<file path="config.mk">
export PLATFORM = sky130hd
export DESIGN_NAME = mbus_master
export DESIGN_NICKNAME = d
export VERILOG_FILES = /design/src/rtl/mbus_pkg.sv /design/src/rtl/mbus_ack_sync.sv /design/src/rtl/mbus_phase_ctl.sv /design/src/rtl/mbus_pin_drive.sv /design/src/rtl/mbus_master.sv
export SDC_FILE = /design/constraint.sdc
export NUM_CORES = 1
export LEC_CHECK = 0
export CORE_ASPECT_RATIO = 1.75
export CORE_MARGIN = 4
export CORE_UTILIZATION = 30
export CTS_BUF_LIST = sky130_fd_sc_hd__clkbuf_8
export DETAILED_ROUTE_END_ITERATION = 12
export HOLD_SLACK_MARGIN = 0.1
export PLACE_DENSITY = 0.5
export SYNTH_ARGS = -nofsm -noshare
export SYNTH_HDL_FRONTEND = slang
export SYNTH_SLANG_ARGS = --single-unit
</file>
<file path="constraint.sdc">
create_clock -name clk -period 3.95 [get_ports clk]
set_clock_uncertainty 0.05 [all_clocks]
set_input_delay 0.79 -clock clk [delete_from_list [all_inputs] [get_ports clk]]
set_output_delay 0.79 -clock clk [all_outputs]
set_load 0.005 [all_outputs]
</file>
<file path="src/rtl/mbus_pkg.sv">
package mbus_pkg;

   typedef enum logic [2:0] {
      ST_IDLE,
      ST_ALO,
      ST_AHI,
      ST_SETUP,
      ST_SELECT,
      ST_STROBE,
      ST_CLOSE
   } mbus_state_e;

endpackage

</file>
<file path="src/rtl/mbus_ack_sync.sv">
module mbus_ack_sync #(
   parameter int STAGES = 2
) (
   input  logic clk,
   input  logic rst_n,
   input  logic async_n,
   output logic sync_n
);

   if (STAGES < 2) begin : g_bad_stages
      $error("mbus_ack_sync: STAGES must be at least 2");
   end

   logic stage_q [STAGES];

   for (genvar i = 0; i < STAGES; i++) begin : g_stage
      if (i == 0) begin : g_first
         always_ff @(posedge clk) begin
            if (!rst_n) stage_q[0] <= 1'b1;
            else        stage_q[0] <= async_n;
         end
      end else begin : g_next
         always_ff @(posedge clk) begin
            if (!rst_n) stage_q[i] <= 1'b1;
            else        stage_q[i] <= stage_q[i-1];
         end
      end
   end

   assign sync_n = stage_q[STAGES-1];

endmodule

</file>
<file path="src/rtl/mbus_phase_ctl.sv">
module mbus_phase_ctl
   import mbus_pkg::*;
#(
   parameter int DATA_W    = 8,
   parameter int ADDR_W    = 16,
   parameter int TGT_W     = 1,
   parameter int PHASE_CYC = 2,
   parameter int TMO_CYC   = 100000
) (
   input  logic              clk,
   input  logic              rst_n,
   input  logic              req_valid,
   input  logic [ADDR_W-1:0] req_addr,
   input  logic              req_write,
   input  logic [DATA_W-1:0] req_wdata,
   input  logic [TGT_W-1:0]  req_tgt,
   input  logic              ack_low,
   input  logic [DATA_W-1:0] bus_din,
   output mbus_state_e       state,
   output logic [ADDR_W-1:0] addr_q,
   output logic              write_q,
   output logic [DATA_W-1:0] wdata_q,
   output logic [TGT_W-1:0]  tgt_q,
   output logic              req_ready,
   output logic              rsp_done,
   output logic [DATA_W-1:0] rsp_rdata,
   output logic              rsp_timeout
);

   localparam int PCW = (PHASE_CYC > 1) ? $clog2(PHASE_CYC) : 1;
   localparam int TCW = $clog2(TMO_CYC + 1);
   localparam logic [PCW-1:0] PH_LAST  = PCW'(PHASE_CYC - 1);
   localparam logic [TCW-1:0] TMO_LAST = TCW'(TMO_CYC - 1);

   if (PHASE_CYC < 1) begin : g_bad_phase
      $error("mbus_phase_ctl: PHASE_CYC must be at least 1");
   end
   if (TMO_CYC <= PHASE_CYC) begin : g_bad_tmo
      $error("mbus_phase_ctl: TMO_CYC must exceed PHASE_CYC");
   end

   mbus_state_e    state_q;
   logic [PCW-1:0] ph_cnt_q;
   logic [TCW-1:0] tmo_cnt_q;
   logic           ph_end;

   assign ph_end    = (ph_cnt_q == PH_LAST);
   assign state     = state_q;
   assign req_ready = (state_q == ST_IDLE);
   assign rsp_done  = (state_q == ST_CLOSE);

   always_ff @(posedge clk) begin
      if (!rst_n) begin
         state_q     <= ST_IDLE;
         ph_cnt_q    <= '0;
         tmo_cnt_q   <= '0;
         addr_q      <= '0;
         write_q     <= 1'b0;
         wdata_q     <= '0;
         tgt_q       <= '0;
         rsp_rdata   <= '0;
         rsp_timeout <= 1'b0;
      end else begin
         case (state_q)
            ST_IDLE: begin
               if (req_valid) begin
                  addr_q   <= req_addr;
                  write_q  <= req_write;
                  wdata_q  <= req_wdata;
                  tgt_q    <= req_tgt;
                  ph_cnt_q <= '0;
                  state_q  <= ST_ALO;
               end
            end
            ST_ALO, ST_AHI, ST_SETUP, ST_SELECT: begin
               if (ph_end) begin
                  ph_cnt_q  <= '0;
                  tmo_cnt_q <= '0;
                  case (state_q)
                     ST_ALO:   state_q <= ST_AHI;
                     ST_AHI:   state_q <= ST_SETUP;
                     ST_SETUP: state_q <= ST_SELECT;
                     default:  state_q <= ST_STROBE;
                  endcase
               end else begin
                  ph_cnt_q <= ph_cnt_q + 1'b1;
               end
            end
            ST_STROBE: begin
               if (!ph_end) ph_cnt_q <= ph_cnt_q + 1'b1;
               if (ack_low && ph_end) begin
                  rsp_rdata   <= bus_din;
                  rsp_timeout <= 1'b0;
                  state_q     <= ST_CLOSE;
               end else if (tmo_cnt_q == TMO_LAST) begin
                  rsp_rdata   <= '0;
                  rsp_timeout <= 1'b1;
                  state_q     <= ST_CLOSE;
               end else begin
                  tmo_cnt_q <= tmo_cnt_q + 1'b1;
               end
            end
            default: begin
               state_q <= ST_IDLE;
            end
         endcase
      end
   end

   AST_ACCEPT_BUSY: assert property (@(posedge clk) disable iff (!rst_n)
      (req_valid && req_ready) |=> !req_ready);
   AST_DONE_PULSE: assert property (@(posedge clk) disable iff (!rst_n)
      rsp_done |=> (!rsp_done && req_ready));
   AST_TMO_WITH_DONE: assert property (@(posedge clk) disable iff (!rst_n)
      $rose(rsp_timeout) |-> rsp_done);
   AST_RDATA_HOLD: assert property (@(posedge clk) disable iff (!rst_n)
      !rsp_done |-> $stable(rsp_rdata));

endmodule

</file>
<file path="src/rtl/mbus_pin_drive.sv">
module mbus_pin_drive
   import mbus_pkg::*;
#(
   parameter int DATA_W = 8,
   parameter int ADDR_W = 16,
   parameter int NTGT   = 2,
   parameter int TGT_W  = 1
) (
   input  logic              clk,
   input  logic              rst_n,
   input  mbus_state_e       state,
   input  logic [ADDR_W-1:0] addr_q,
   input  logic              write_q,
   input  logic [DATA_W-1:0] wdata_q,
   input  logic [TGT_W-1:0]  tgt_q,
   output logic [DATA_W-1:0] dout,
   output logic              doe,
   output logic              ale_lo,
   output logic              ale_hi,
   output logic [NTGT-1:0]   cs_n,
   output logic              rd_n,
   output logic              wr_n
);

   if (ADDR_W != 2 * DATA_W) begin : g_bad_addr
      $error("mbus_pin_drive: ADDR_W must be twice DATA_W");
   end
   if (NTGT < 1 || NTGT > (1 << TGT_W)) begin : g_bad_tgt
      $error("mbus_pin_drive: NTGT does not fit TGT_W");
   end

   logic selected;
   logic strobing;

   assign selected = (state == ST_SELECT) || (state == ST_STROBE);
   assign strobing = (state == ST_STROBE);
   assign ale_lo   = (state == ST_ALO);
   assign ale_hi   = (state == ST_AHI);
   assign rd_n     = !(strobing && !write_q);
   assign wr_n     = !(strobing && write_q);

   always_comb begin
      dout = '0;
      doe  = 1'b0;
      case (state)
         ST_ALO: begin
            dout = addr_q[DATA_W-1:0];
            doe  = 1'b1;
         end
         ST_AHI: begin
            dout = addr_q[ADDR_W-1:DATA_W];
            doe  = 1'b1;
         end
         ST_SETUP, ST_SELECT, ST_STROBE: begin
            if (write_q) begin
               dout = wdata_q;
               doe  = 1'b1;
            end
         end
         default: begin
            dout = '0;
            doe  = 1'b0;
         end
      endcase
   end

   for (genvar t = 0; t < NTGT; t++) begin : g_cs
      assign cs_n[t] = !(selected && (tgt_q == TGT_W'(t)));
   end

   AST_ONE_CS: assert property (@(posedge clk) disable iff (!rst_n)
      $countones(~cs_n) <= 1);
   AST_RDWR_EXCL: assert property (@(posedge clk) disable iff (!rst_n)
      (rd_n || wr_n));
   AST_STROBE_NEEDS_CS: assert property (@(posedge clk) disable iff (!rst_n)
      (!rd_n || !wr_n) |-> (cs_n != {NTGT{1'b1}}));
   AST_CS_BEFORE_STROBE: assert property (@(posedge clk) disable iff (!rst_n)
      ($fell(rd_n) || $fell(wr_n)) |-> ($past(cs_n) != {NTGT{1'b1}}));
   AST_READ_NO_DRIVE: assert property (@(posedge clk) disable iff (!rst_n)
      !rd_n |-> !doe);
   AST_ALE_EXCL: assert property (@(posedge clk) disable iff (!rst_n)
      !(ale_lo && ale_hi));

endmodule

</file>
<file path="src/rtl/mbus_master.sv">
module mbus_master
   import mbus_pkg::*;
#(
   parameter int DATA_W      = 8,
   parameter int ADDR_W      = 16,
   parameter int NTGT        = 2,
   parameter int PHASE_CYC   = 2,
   parameter int TMO_CYC     = 100000,
   parameter int SYNC_STAGES = 2,
   localparam int TGT_W      = (NTGT > 1) ? $clog2(NTGT) : 1
) (
   input  logic              clk,
   input  logic              rst_n,
   input  logic              req_valid,
   output logic              req_ready,
   input  logic [ADDR_W-1:0] req_addr,
   input  logic              req_write,
   input  logic [DATA_W-1:0] req_wdata,
   input  logic [TGT_W-1:0]  req_tgt,
   output logic              rsp_done,
   output logic [DATA_W-1:0] rsp_rdata,
   output logic              rsp_timeout,
   output logic [DATA_W-1:0] bus_dout,
   output logic              bus_doe,
   input  logic [DATA_W-1:0] bus_din,
   output logic              bus_ale_lo,
   output logic              bus_ale_hi,
   output logic [NTGT-1:0]   bus_cs_n,
   output logic              bus_rd_n,
   output logic              bus_wr_n,
   input  logic              bus_ack_n
);

   mbus_state_e       state;
   logic [ADDR_W-1:0] addr_q;
   logic              write_q;
   logic [DATA_W-1:0] wdata_q;
   logic [TGT_W-1:0]  tgt_q;
   logic              ack_sync_n;

   mbus_ack_sync #(.STAGES(SYNC_STAGES)) u_sync (
      .clk     (clk),
      .rst_n   (rst_n),
      .async_n (bus_ack_n),
      .sync_n  (ack_sync_n)
   );

   mbus_phase_ctl #(
      .DATA_W    (DATA_W),
      .ADDR_W    (ADDR_W),
      .TGT_W     (TGT_W),
      .PHASE_CYC (PHASE_CYC),
      .TMO_CYC   (TMO_CYC)
   ) u_ctl (
      .clk         (clk),
      .rst_n       (rst_n),
      .req_valid   (req_valid),
      .req_addr    (req_addr),
      .req_write   (req_write),
      .req_wdata   (req_wdata),
      .req_tgt     (req_tgt),
      .ack_low     (!ack_sync_n),
      .bus_din     (bus_din),
      .state       (state),
      .addr_q      (addr_q),
      .write_q     (write_q),
      .wdata_q     (wdata_q),
      .tgt_q       (tgt_q),
      .req_ready   (req_ready),
      .rsp_done    (rsp_done),
      .rsp_rdata   (rsp_rdata),
      .rsp_timeout (rsp_timeout)
   );

   mbus_pin_drive #(
      .DATA_W (DATA_W),
      .ADDR_W (ADDR_W),
      .NTGT   (NTGT),
      .TGT_W  (TGT_W)
   ) u_pins (
      .clk     (clk),
      .rst_n   (rst_n),
      .state   (state),
      .addr_q  (addr_q),
      .write_q (write_q),
      .wdata_q (wdata_q),
      .tgt_q   (tgt_q),
      .dout    (bus_dout),
      .doe     (bus_doe),
      .ale_lo  (bus_ale_lo),
      .ale_hi  (bus_ale_hi),
      .cs_n    (bus_cs_n),
      .rd_n    (bus_rd_n),
      .wr_n    (bus_wr_n)
   );

   AST_IDLE_QUIET: assert property (@(posedge clk) disable iff (!rst_n)
      req_ready |-> (bus_rd_n && bus_wr_n && !bus_doe && (bus_cs_n == {NTGT{1'b1}})));

endmodule

</file>
* After elaboration in Yosys (flattened, before gate mapping) *
Memories as Yosys holds them, arrays and structs flattened.
Index checks and enable logic that the tools add are counted.

cells by class
  add/sub/neg operators = 2
  multiply operators = 0
  div/mod/pow operators = 0
  magnitude comparators = 0
  eq/ne operators = 12
  shift-type cells = 0
  muxes and demuxes = 26
  bitwise gates (word level) = 3
  reduce and logical (&&, ||, !) cells = 24

operators by type and width
  operator                                              number
  2-to-1 mux 17 bit                                     3
  one-hot mux 17 bit (2 select lines)                   1
  2-to-1 mux 8 bit                                      3
  one-hot mux 8 bit (3 select lines)                    1
  one-hot mux 3 bit (3 select lines)                    2
  adder 17 x 1 -> 17 bit (second input constant)        1
  equality test 17 bit (second input constant)          1
  2-to-1 mux 3 bit                                      4
  2-to-1 mux 1 bit                                      10
  equality test 3 bit (second input constant)           3
  equality test 3 x 2 -> 1 bit (second input constant)  2
  zero test 1 bit                                       6
  inequality test 2 bit (second input constant)         3
  AND reduction 2 bit                                   3
  logical AND 1 bit                                     5
  AND reduction 4 bit                                   1
  nonzero test 2 bit                                    2
  OR reduction 4 bit                                    1
  equality test 3 x 1 -> 1 bit (second input constant)  1
  zero test 3 bit                                       1
  inequality test 3 bit (second input constant)         1
  one-hot mux 1 bit (3 select lines)                    1
  AND reduction 3 bit                                   1
  nonzero test 3 bit                                    1
  8 further kinds                                       9

word-level totals
  bits in registers = 56
  bits in latches = 0
  RAM bits = 2
  ROM bits = 0
  input bits = 38
  output and inout bits = 26
  logic and storage cells = 77
  memories kept = 1

memories
  name            depth  width  read ports  clocked after memory_dff  wr ports  line                 RTL
  u_sync.stage_q  2      1      2           0                         2         mbus_ack_sync.sv:14  logic stage_q [STAGES];

* Depth between registers and ports, before layout *
  word-level depth = 4
  mapped depth = 8
  depth with buffers taken out = 6

* Cells and area by module *
Synthesis repeated with hierarchy kept, for this count alone.

second synthesis, totals
  cells, all modules = 343
  area, all modules = 2773.9 um^2

modules (own cells, without submodules)
  module          times used  cells each  area each (um^2)  seq. area each (um^2)
  mbus_phase_ctl  1           311         2481.1            1121.1
  mbus_pin_drive  1           27          236.5             0.0
  mbus_ack_sync   1           4           52.6              40.0
  mbus_master     1           1           3.8               0.0

* Worst setup path after synthesis *
Ideal clock, no wire load.

  kind = register to output
  start point = register u_ctl.state_q[2], in the netlist u_ctl.state[2]
  end point = output bus_dout[0]
  arrival = 1.300 ns
  slack = 1.810 ns
  cell stages (with the launch flop) = 6
  buffers on the path = 2
  path through = dfxtp_1 -> buf_4 -> clkbuf_1 -> nor3b_2 -> a222oi_1 -> inv_1

on the way
  elaborated cells between the ends (all ways) = 7
  classes of those cells = 5 x eq/ne; 1 x mux; 1 x reduce/logical

RTL lines
  element                             line                  RTL
  from (decl)                         mbus_phase_ctl.sv:42  mbus_state_e state_q;
  from (signal assigned)              mbus_phase_ctl.sv:54  state_q <= ST_IDLE;
  from (signal assigned)              mbus_phase_ctl.sv:72  state_q <= ST_ALO;
  from (signal assigned)              mbus_phase_ctl.sv:80  ST_ALO: state_q <= ST_AHI;
  equality test 3 x 1 -> 1 bit        -
  net bus_ale_lo                      mbus_master.sv:26     output logic bus_ale_lo,
  one-hot mux 8 bit (3 select lines)  mbus_pin_drive.sv:45  case (state)
  to (decl)                           mbus_master.sv:23     output logic [DATA_W-1:0] bus_dout,

The timed path passes the listed nets, and every way through them passes these cells.

* Worst setup path after layout *
  start point = register u_ctl.state_q[2], in the netlist u_ctl.state[2]
  end point = output bus_dout[4]

on the way
  word-level cells in the longest chain between the ends = 3
  elaborated cells between the ends (all ways) = 7
  classes of those cells = 5 x eq/ne; 1 x mux; 1 x reduce/logical

ends and longest elaborated chain
  element                                                              line
  equality test 3 x 2 -> 1 bit or equality test 3 bit (tied branches)  mbus_pin_drive.sv:45
  OR reduction 3 bit                                                   mbus_pin_drive.sv:45
  one-hot mux 8 bit (3 select lines) (*)                               mbus_pin_drive.sv:45

Every way passes the cells marked *; elsewhere a longest branch is shown, timed or not.

==> key figures <==
Run status
  • Outcome: finished, final reports clean

STA
  • Fin Hold WS: 0.366 ns
  • Max frequency: 279 MHz
  • Least-Margin Pin Slew: 0.883 ns
  • Setup TNS: 0 ns
  • RSZ-0062 raised after global routing: no
  • Final worst path period share: 90.9%
  • Final Max Tran Viols: 0
  • Minimum clock period: 3.59 ns
  • Rel. slew slack: 41.1%
  • Setup Viol. Count Final: 0
  • Final hold vios: 0

Floorplanning
  • Die span in x: 81.1 microns
  • Die height: 136 microns
  • Die ar.: 11000 sq um
  • Area of the core: 9090 sq um
  • Starting Density: 30.8%
  • Top-level I/O count: 64
  • # rows: 46

Drt
  • Pre-antenna DRT Iters: 5
  • Avg WL per Cell: 15.4 microns
  • DRT iter0 DRCs: 127
  • Vias: 2570
  • Routed Antenna Nets: 0
  • Via/cell ratio: 5.07
  • WL final: 7800 microns
  • Remaining DRCs: 0

Clock network
  • Clock latency on the worst-skew pair: 0.35 ns
  • Cts hold-fix bufs: 0
  • Total CTS buffers: 9
  • CTS Buffer Depth: 2
  • TritonCTS Sinks: 58
  • TritonCTS clock tree: done
  • Clk root buf: clkbuf_8
  • Htree depth: 3
  • Post-cts sizing count: 0
  • Post-CTS Setup Inserts: 0
  • Clock slew at reported path FFs: 0.07 ns

Layout
  • Area delta synth->final: 30.4%
  • Fin nets: 421
  • Post-route cell area: 3660 sq um
  • Layout cell share with drive strength beyond 1: 7.24%
  • Antenna fix cells: 0

Synthesis
  • Post-Synthesis Cells: 333
  • Synth Register Bits: 58
  • Post-synthesis cell type count: 52
  • EDFF count, synth: 0
  • Mapped Nets: 372
  • Register area share after synthesis: 41.4%
  • Mean Syn Cell Area: 8.42 sq um
  • Asr flop ratio synth: 0%
  • Yosys warns: 0
  • Ys flop type: dfxtp_1
  • Syn Std Cell Area: 2800 sq um

Setup path
  • CP top delay family: simple AND/OR/NAND/NOR gates
  • Worst Setup End Kind: output pin
  • Arr. time, crit path: 2.75 ns
  • WS Path Type: flop to output pin
  • Startpoint Class: flop
  • Critical-path top delay cell: dfxtp_1
  • Critical Path RT: 3.11 ns
  • Most frequent CP cell: nor2b_1
  • Crit path max fanout: 19
  • Worst path cell trace: nor2b_1 -> a21oi_1 -> nor2b_1 -> a222oi_1 -> inv_1 -> clkdlybuf4s50_1
  • CP peak stage delay: 0.69 ns
  • Crit path buf inv count: 2

Power
  • PnR Total Power: 1390 uW
  • PwrDens: 379 nW/um^2
  • Peak VDD IR: 0.230 mV
  • Leakage power: 0.00131 uW

Worst hold path
  • HP Class: flop to flop

Placement
  • Dpl cell area: 3440 sq um
  • Final estimated routing congestion in global placement: 0.766
  • # port buffers: 63
  • DP HPWL: 5700 microns

GRT
  • Initial antenna violation count: 0
  • GRT Total Usage: 14.9%
  • Pin count of the biggest net entering global routing: 43
  • Grt ovf: 0
  • Vias in the first global route: 2498
  • First-pass GRT wire length: 12400 microns

Flow run
  • Max Cap Viol: 0
[worst paths after layout]
check / start / end / slack (ns) / cells past startpoint
min reg2reg: u_sync.stage_q[0] / u_sync.stage_q[1] / 0.37 / 1
max reg2reg: u_ctl.state[2] / u_ctl.tmo_cnt_q[16] / 1.50 / 5
min: u_sync.stage_q[0] / u_sync.stage_q[1] / 0.37 / 1
max: u_ctl.state[2] / bus_dout[4] / 0.36 / 6
[flip-flops by register name (all words and copies together) (netlist names), 2 cells and up]
name,flops
u_ctl.addr_q,16
u_ctl.rsp_rdata,8
u_ctl.state,3
u_ctl.tmo_cnt_q,17
u_ctl.wdata_q,8
u_sync.stage_q,2
[layout by cell type (no fill, tap or decap), types with 2 or more instances in the layout]
master           count
a21boi_0            24
a21boi_1             3
a21oi_1             14
a222oi_1             8
a22o_1               8
a31oi_1             16
a41oi_1              2
and2_1               2
and3_1               4
and4_1               2
bufinv_16            2
clkbuf_8            10
clkdlybuf4s50_1     63
clkinv_2             4
dfxtp_1             58
inv_1               11
nand2_1             72
nand2b_1             6
nand3_1              8
nand4_1              6
nor2_1               7
nor2_2               2
nor2b_1              7
nor3_1               6
nor4b_1              3
nor4bb_1             2
o21a_1               2
o21ai_0              7
o21ai_1              2
o311ai_0             2
or3_1                2
[logic make-up (layout without fill, tap and decap cells)]
family                     after synthesis  after routing  share of synthesized area [%]
and+or+nand+nor                        139            139                           25.7
DFF                                     58             58                           41.4
buffers and inverters                   37             91                           6.92
AOI/OAI and AO/OA                       98             98                           25.5
adders and majority gates                1              1                          0.446
[final cells by class]
| cell class | count | area [sq um] |
|---|---|---|
| fill | 973 | 5440 |
| inverter | 11 | 41.3 |
| tap | 120 | 150 |
| clock inverter | 6 | 80.1 |
| timing repair buffer | 64 | 638 |
| multi-input combinational | 238 | 1450 |
| clock buffer | 10 | 138 |
| sequential | 58 | 1160 |
[cells in the mapped netlist (2+ instances only)]
| library cell | n | area (sq um) |
|---|---|---|
| dfxtp_1 | 58 | 1160 |
| o21ai_0 | 7 | 35.0 |
| a21boi_0 | 24 | 180 |
| a222oi_1 | 8 | 80.1 |
| nand3_1 | 8 | 40.0 |
| a21oi_1 | 14 | 70.1 |
| o21ai_1 | 2 | 10.0 |
| a21boi_1 | 3 | 22.5 |
| and3_1 | 4 | 25.0 |
| or3_1 | 2 | 12.5 |
| inv_1 | 11 | 41.3 |
| nor4b_1 | 3 | 26.3 |
| o311ai_0 | 2 | 17.5 |
| buf_2 | 8 | 40.0 |
| a22o_1 | 8 | 70.1 |
| a41oi_1 | 2 | 17.5 |
| nand2b_1 | 6 | 37.5 |
| buf_4 | 2 | 15.0 |
| and4_1 | 2 | 17.5 |
| nor2_2 | 2 | 12.5 |
| nor2_1 | 7 | 26.3 |
| nand2_1 | 72 | 270 |
| and2_1 | 2 | 12.5 |
| nor3_1 | 6 | 30.0 |
| a31oi_1 | 16 | 100 |
| nand4_1 | 6 | 37.5 |
| nor4bb_1 | 2 | 20.0 |
| nor2b_1 | 7 | 43.8 |
| buf_6 | 5 | 56.3 |
| clkbuf_1 | 11 | 41.3 |
| o21a_1 | 2 | 15.0 |
[metal layers]
layer	GRT usage [%]	wire length, microns	part of all wire (%)	vias up
met4	7.33	208	2.7	0
met3	3.38	340	4.4	17
met2	27.2	4250	54	73
li1	-	-	-	1297
met1	15.5	3000	38	1183
met5	0	0	0	-
[where the power goes]
group          leakage (uW)  internal [uW]  switching (uW)
Combinational      0.000726           81.0            65.8
Clock              0.000116            367             239
Sequential         0.000472            609            24.3
[metrics by stage]
step           utilization [%]  worst slack [ns]  instances
6_report                  40.2             0.360        507
3_3_place_gp              37.8             0.746        491
3_5_place_dp              37.8             0.699        491
2_1_floorplan                -              1.81        333
5_1_grt                   40.2             0.110        507
4_1_cts                   40.2             0.304        507
Note: power is estimated with default switching activity, not from simulation.
